## src/rtl/sbsub_pkg.sv

```systemverilog
package sbsub_pkg;
    localparam int BYTE_W  = 8;
    localparam int POLY_W  = BYTE_W + 1;
    localparam int DEG_W   = $clog2(POLY_W);
    localparam logic [POLY_W-1:0] FIELD_POLY = 9'h11B;

    typedef enum logic [1:0] {
        ST_IDLE,
        ST_ITER,
        ST_AFF,
        ST_DONE
    } sbsub_state_e;

    typedef struct packed {
        sbsub_state_e        st;
        logic                mode;
        logic [POLY_W-1:0]   u;
        logic [POLY_W-1:0]   v;
        logic [POLY_W-1:0]   g1;
        logic [POLY_W-1:0]   g2;
        logic [BYTE_W-1:0]   inv;
        logic [BYTE_W-1:0]   res;
    } sbsub_regs_t;

    // index of the highest set bit; 0 for a zero polynomial
    function automatic logic [DEG_W-1:0] poly_deg(input logic [POLY_W-1:0] p);
        logic [DEG_W-1:0] d;
        d = '0;
        for (int i = 0; i < POLY_W; i++) begin
            if (p[i]) d = DEG_W'(i);
        end
        return d;
    endfunction
endpackage

```

## src/rtl/gf_affine.sv

```systemverilog
module gf_affine #(
    parameter int               W    = 8,
    parameter logic [W-1:0]     TAPS = 8'hF1,
    parameter logic [W-1:0]     CONST = 8'h63
) (
    input  logic [W-1:0] a_i,
    output logic [W-1:0] y_o
);
    // bit i uses the tap pattern rotated left by i
    for (genvar i = 0; i < W; i++) begin : g_bit
        localparam logic [2*W-1:0] DBL  = {TAPS, TAPS} << i;
        localparam logic [W-1:0]   MASK = DBL[2*W-1:W];
        assign y_o[i] = (^(a_i & MASK)) ^ CONST[i];
    end
endmodule

```

## src/rtl/gf_euclid_step.sv

```systemverilog
module gf_euclid_step
    import sbsub_pkg::*;
(
    input  logic [POLY_W-1:0] u_i,
    input  logic [POLY_W-1:0] v_i,
    input  logic [POLY_W-1:0] g1_i,
    input  logic [POLY_W-1:0] g2_i,
    output logic [POLY_W-1:0] u_o,
    output logic [POLY_W-1:0] v_o,
    output logic [POLY_W-1:0] g1_o,
    output logic [POLY_W-1:0] g2_o,
    output logic              fin_o,
    output logic [BYTE_W-1:0] inv_o
);
    logic [DEG_W-1:0] du, dv, sh;
    logic             u_ge;

    assign du   = poly_deg(u_i);
    assign dv   = poly_deg(v_i);
    assign u_ge = (du >= dv);
    assign sh   = u_ge ? (du - dv) : (dv - du);

    always_comb begin
        u_o   = u_i;
        v_o   = v_i;
        g1_o  = g1_i;
        g2_o  = g2_i;
        fin_o = 1'b0;
        inv_o = '0;
        if (u_i == '0) begin
            fin_o = 1'b1;
        end else if (u_i == POLY_W'(1)) begin
            fin_o = 1'b1;
            inv_o = g1_i[BYTE_W-1:0];
        end else if (v_i == POLY_W'(1)) begin
            fin_o = 1'b1;
            inv_o = g2_i[BYTE_W-1:0];
        end else if (u_ge) begin
            u_o  = u_i ^ (v_i << sh);
            g1_o = g1_i ^ (g2_i << sh);
        end else begin
            v_o  = v_i ^ (u_i << sh);
            g2_o = g2_i ^ (g1_i << sh);
        end
    end
endmodule

```

## src/rtl/byte_sub_unit.sv

```systemverilog
module byte_sub_unit
    import sbsub_pkg::*;
(
    input  logic       clk,
    input  logic       rst_n,
    input  logic       start,
    input  logic       decrypt,
    input  logic [7:0] din,
    output logic       busy,
    output logic       done,
    output logic [7:0] dout
);
    sbsub_regs_t regs_d, regs_q;

    logic [BYTE_W-1:0] pre_inv, post_fwd, step_inv;
    logic [POLY_W-1:0] su, sv, sg1, sg2;
    logic              step_fin;

    // reverse direction: inverse affine before the inverter
    gf_affine #(.W(BYTE_W), .TAPS(8'hA4), .CONST(8'h05)) u_pre (
        .a_i (din),
        .y_o (pre_inv)
    );

    // forward direction: affine after the inverter
    gf_affine #(.W(BYTE_W), .TAPS(8'hF1), .CONST(8'h63)) u_post (
        .a_i (regs_q.inv),
        .y_o (post_fwd)
    );

    gf_euclid_step u_step (
        .u_i   (regs_q.u),
        .v_i   (regs_q.v),
        .g1_i  (regs_q.g1),
        .g2_i  (regs_q.g2),
        .u_o   (su),
        .v_o   (sv),
        .g1_o  (sg1),
        .g2_o  (sg2),
        .fin_o (step_fin),
        .inv_o (step_inv)
    );

    always_comb begin
        regs_d = regs_q;
        unique case (regs_q.st)
            ST_IDLE: begin
                if (start) begin
                    regs_d.st   = ST_ITER;
                    regs_d.mode = decrypt;
                    regs_d.u    = {1'b0, (decrypt ? pre_inv : din)};
                    regs_d.v    = FIELD_POLY;
                    regs_d.g1   = POLY_W'(1);
                    regs_d.g2   = '0;
                end
            end
            ST_ITER: begin
                if (step_fin) begin
                    regs_d.inv = step_inv;
                    regs_d.st  = ST_AFF;
                end else begin
                    regs_d.u  = su;
                    regs_d.v  = sv;
                    regs_d.g1 = sg1;
                    regs_d.g2 = sg2;
                end
            end
            ST_AFF: begin
                regs_d.res = regs_q.mode ? regs_q.inv : post_fwd;
                regs_d.st  = ST_DONE;
            end
            ST_DONE: begin
                regs_d.st = ST_IDLE;
            end
            default: regs_d.st = ST_IDLE;
        endcase
    end

    always_ff @(posedge clk or negedge rst_n) begin
        if (!rst_n) begin
            regs_q <= '{st: ST_IDLE, mode: 1'b0, u: '0, v: '0,
                        g1: '0, g2: '0, inv: '0, res: '0};
        end else begin
            regs_q <= regs_d;
        end
    end

    assign busy = (regs_q.st != ST_IDLE);
    assign done = (regs_q.st == ST_DONE);
    assign dout = regs_q.res;
endmodule

```

## config.mk

```make
export PLATFORM = sky130hd
export DESIGN_NAME = byte_sub_unit
export DESIGN_NICKNAME = d
export VERILOG_FILES = /design/src/rtl/sbsub_pkg.sv /design/src/rtl/gf_affine.sv /design/src/rtl/gf_euclid_step.sv /design/src/rtl/byte_sub_unit.sv
export SDC_FILE = /design/constraint.sdc
export NUM_CORES = 1
export LEC_CHECK = 0
export ABC_AREA = 1
export BUFFER_PORTS_ARGS = -buffer_cell sky130_fd_sc_hd__buf_2
export CAP_MARGIN = 20
export CORE_MARGIN = 3
export CORE_UTILIZATION = 35
export DETAILED_ROUTE_END_ITERATION = 10
export PLACE_DENSITY_LB_ADDON = 0.1
export SLEW_MARGIN = 15
export SYNTH_ARGS = -nofsm -noshare
export SYNTH_HDL_FRONTEND = slang
export SYNTH_SLANG_ARGS = --single-unit
```

## constraint.sdc

```tcl
create_clock -name clk -period 2.9 [get_ports clk]
set_input_delay 0 -clock clk [delete_from_list [all_inputs] [get_ports clk]]
set_output_delay 0 -clock clk [all_outputs]
set_load 0.02 [all_outputs]
```

# Yosys cells after proc, flatten, opt, wreduce, memory -nomap -nowiden
# Cells that the tools add are included.
# totals
regBits	55
output_inout_bits	10
word_cells	109
input_bits	12
# op_classes
bitwise	10
n_eq_ne	13
shift	4
order_cmp	1
muxes	46
n_addsub	2
reduce_logical	25
# ops
operator	n
$mux 9	16
$reduce_xor 8->1	16
$pmux 36 s2	1
$mux 8	5
$mux 39	1
$mux 36	1
$shl 9x4->9	4
$xor 9x9->9	4
$mux 3	8
$eq 9x1->1 const B	2
$ne 2x2->1 const B	7
$reduce_and 7->1	2
$mux 4	3
$mux 2	5
$logic_not 9->1	1
$pmux 2 s4	1
$sub 4x4->4	2
$not 1->1	6
$reduce_and 2->1	3
$mux 1	5
$eq 2x2->1 const B	2
$ge 4x4->1	1
$reduce_bool 2->1	2
$eq 2x1->1 const B	1
2 further kinds	2

# Longest topological paths before layout
# depth
word_depth	18
depth_mapped	23
ltp_nobuf	22

# Cells and area by module
# A second synthesis with hierarchy kept.
# hier_totals
hier_cells	915
area_unflattened_um2	5655.4
# modules_own_cells
module	cells_per_inst	area_each_um2	seq_area_each_um2	instances
byte_sub_unit	326	2683.8	1376.3	1
gf_euclid_step	466	2442.3	0.0	1
gf_affine (u_post)	74	327.8	0.0	1
gf_affine (u_pre)	49	201.4	0.0	1

# Worst setup path before layout
# Ideal clock, no wire load.
# synth_timing
path_type	register to register
startpoint	reg regs_q[45]
endpoint	reg regs_q[28]
t_arrival_ps	2632
path_stages_with_launch	21
required_time_ps	2783
path_buffers	1
setup_slack_ps	152
period_less_slack_ps	2748
setup_time_ps	117
cell_sequence	dfrtp_1 -> inv_2 -> a21oi_1 -> o21ai_0 -> nand2_1 -> a21oi_1 -> inv_1 -> ha_1 -> fa_1 -> nand2_1 -> nand2_4 -> nand2_8 -> nand2_4 -> nand2_2 -> buf_2 -> nand2_1 -> o21ai_0 -> nor3b_2 -> nand2_1 -> nand2_1 -> nor2_1
# synth_between
elab_chain_len	17
elab_cells_between_ends	28
cone_classes	add/sub: 2; order compare: 1; eq/ne: 5; shift: 1; mux: 16; bitwise: 1; reduce/logical: 2
# synth_rtl
item	line_no	rtl
start: declaration	byte_sub_unit.sv:13	sbsub_regs_t regs_d, regs_q;
start signal: assignment	byte_sub_unit.sv:81	regs_q <= '{st: ST_IDLE, mode: 1'b0, u: '0, v: '0,
start signal: assignment	byte_sub_unit.sv:84	regs_q <= regs_d;
$mux 2 (2 in a row)	sbsub_pkg.sv:30	if (p[i]) d = DEG_W'(i);
$mux 3 (4 in a row)	sbsub_pkg.sv:30	
$mux 4	sbsub_pkg.sv:30	
$sub 4x4->4 / $ge 4x4->1 (equally long branches)	gf_euclid_step.sv:21, gf_euclid_step.sv:20	
$mux 4	gf_euclid_step.sv:21	assign sh = u_ge ? (du - dv) : (dv - du);
$shl 9x4->9	gf_euclid_step.sv:40	g1_o = g1_i ^ (g2_i << sh);
$xor 9x9->9	gf_euclid_step.sv:40	
$mux 9	gf_euclid_step.sv:38	end else if (u_ge) begin
$mux 9	gf_euclid_step.sv:35	end else if (v_i == POLY_W'(1)) begin
$mux 9	gf_euclid_step.sv:32	end else if (u_i == POLY_W'(1)) begin
$mux 9	gf_euclid_step.sv:30	if (u_i == '0) begin
$mux 36	byte_sub_unit.sv:58	if (step_fin) begin
$pmux 36 s2	byte_sub_unit.sv:46	unique case (regs_q.st)
# Parallel ways exist; a longest one is shown, timed or not. The select of a mux whose other input is x is not followed.
# A chain may end at the register's enable or synchronous reset.

# Worst setup path after layout
# layout_timing
startpoint	reg regs_q[36]
endpoint	reg regs_q[30]
# Same word-level chain as after synthesis.

==> metrics.yaml <==
global_routing:
  gr-total-overflow: 0
  antenna_found_initial: 0
  grt_max_degree: 59
  grt_pass1_wl_mm: 23.9
  grt_pass1_vias: 4715
  grt_use_total_pct: 20.0
drt:
  drt_iter0_drc: 336
  vias: 5015
  viasPerCell: 5.22
  wl_per_cell_um: 16.0
  antenna_left: 0
  routed_wirelength_mm: 15.3
  drc: 0
  firstDrtPassIters: 7
setup_path:
  path_buf_inv: 6
  crit_top_cell: "inv_2"
  crit_fanout: 6
  cpPeakStageDelay_ps: 590
  setup.worst_path.end_class: "flop"
  crit_path_start_kind: "flop"
  cp_slowest_cell: "fa_2"
  path_cells: "inv_2 > a21oi_2 > o21ai_1 > nand2_1 > a21oi_2 > buf_4 > inv_2 > ha_4 > fa_2 > inv_2 > nand3_4 > nand2_8 > buf_12 > buf_6 > nand2_2 > o21ai_2 > o21ai_2 > nand3_1 > nand2_1 > nor2_2"
  crit_type: "reg2reg"
  worstPathRequired_ps: 3100
  cp_top_family: "adder cells"
  arrival_ps: 3120
clock_tree:
  cts_num_sinks: 53
  cts_inserted_buffers: 5
  clock_path_buffers: 2
  cts_tree: "built"
  path_clk_slew_ps: 80
  clock-root-buffer: "clkbuf_16"
  htree_levels: 2
  clock_latency_ps: 310
synthesis:
  syn_nets: 746
  synth_top_area_cell: "dfrtp_1"
  ys_seq_area_share_pct: 27.7
  mappedNetlistArea_um2: 4780
  synth_cells: 720
  yosysUniqueCellTypes: 40
  avgSynthCellArea_um2: 6.64
  synthTopCellsByArea: "dfrtp_1 28%, nand2_1 15%, o21ai_0 7.1%"
  synth_warnings: 0
  synth_top_area_share_pct: 27.7
  synth-seq-cells: 53
  synth_edf_count: 0
  async_flop_share_pct: 100
  ys.flop_type: "dfrtp_1"
timing:
  rsz0062_at_grt: "yes"
  max_slew.worst_pin.slew_ps: 829
  setup_ws_ps: -17.3
  fin_crit_ps: 2920
  period_share_pct: 101
  fmax_mhz: 343
  relSlewSlack_pct: 44.7
  hold_viol: 0
  fin_worst_skew_ps: 9.93
  slew_violations: 0
  finalSetupViolCount: 1
die:
  die_height_um: 123
  rows: 42
  core-area_um2: 13300
  die-area_um2: 15100
  start_util_pct: 36.0
  pin_count: 22
  die_x_um: 123
final_layout:
  final_nets: 810
  drive_above_1_share_pct: 29.0
  syn_to_final_growth_pct: 31.0
  n_antenna_cell: 0
flow_run:
  drv_cap: 0
outcome:
  outcome: "finished, violations left"
  failed_checks: "negative setup slack"
placed_design:
  post-place-ws_ps: -354
  place.gp.congestion: 0.861
  dp_hpwl_mm: 11.2
  portBuffers: 21
worst_hold_path:
  hold_path_class: "in2reg"
-- state kept, by name, summed over array words and instances, names as in the netlist --
| register | cells |
|---|---|
| regs_q | 45 |
| dout | 8 |
-- cell usage after synthesis, types with 8 or more instances --
library cell  count
buf_2            13
nor2_1           56
xnor2_1           9
a21oi_1          23
inv_1            70
o21ai_0          68
dfrtp_1          53
nand2_2          10
inv_2             8
a22oi_1           8
nand4_1           8
xor2_1           17
a31oi_1          13
nand3_1          58
o21ai_1          20
buf_4            12
nand2_1         197
ha_1             12
-- cell usage in the layout (no fill, tap or decap), types with 12 or more instances in the layout --
cell,n
nand2_2,23
a21oi_1,17
dfrtp_1,53
nand2_4,12
buf_4,53
nand2_1,175
nand3_1,52
o21ai_1,24
xor2_1,16
o21ai_0,48
o21ai_2,13
nor2_1,47
inv_1,59
buf_2,21
inv_2,16
-- kinds of logic (layout without fill, tap and decap cells) --
group,after synthesis,in the layout,share of synthesized area [%]
simple gates,360,360,34.3
xor+xnor,26,26,4.76
compound gates,150,150,17.7
buf+inv,117,182,11.6
flops,53,53,27.7
fa+ha+maj,14,14,3.98
-- what timing repair did --
action	4_1_cts	5_1_grt
resized for setup	21	131
pin swaps	10	43
hold buffers	1	0
setup buffers	1	6
hold endpoints to repair	31	0
setup endpoints to repair	34	34
gates cloned	1	4
-- path summary, 6_finish.rpt --
check                      depth (start not counted)  slack [ps]         end       start
setup / recovery                                  20         -20  regs_q[30]  regs_q[36]
hold / removal                                     2          30  regs_q[52]       start
setup reg to reg                                  20         -20  regs_q[30]  regs_q[36]
hold reg to reg                                    2         480     dout[1]     dout[1]
max in group asynchronous                          3        1750  regs_q[52]       rst_n
min in group asynchronous                          2         330  regs_q[37]       rst_n
-- through the flow --
stage | cell area [µm²] | TNS (ps) | util, % | hold WS (ps) | cells
after floorplan | 4780 | 0 | - | -296 | 720
after global placement | 5360 | -3470 | 40.3 | 143 | 940
after detailed placement | 5360 | -6580 | 40.3 | 140 | 940
after CTS | 5630 | -12.9 | 42.3 | 32.2 | 951
after global routing | 6260 | -3150 | 47.1 | 74.5 | 961
final | 6260 | -17.3 | 47.1 | 33.9 | 961
-- routing by layer --
layer / GRT usage, % / share of wire, %
met1: 27.0 / 46
met2: 33.0 / 48
met3: 2.38 / 3.1
met4: 6.93 / 2.5
met5: 0 / 0
-- cell type report --
| class | instances | area [µm²] |
|---|---|---|
| Fill cell | 1348 | 7030 |
| Multi-Input combinational cell | 550 | 3370 |
| Sequential cell | 53 | 1330 |
| Timing Repair Buffer | 96 | 877 |
| Inverter | 78 | 302 |
| Tap cell | 176 | 220 |
| Clock buffer | 5 | 125 |
| Clock inverter | 3 | 43.8 |
Power is not shown: default switching activity piles up to over one toggle a cycle in this logic, so the estimate is an artifact.
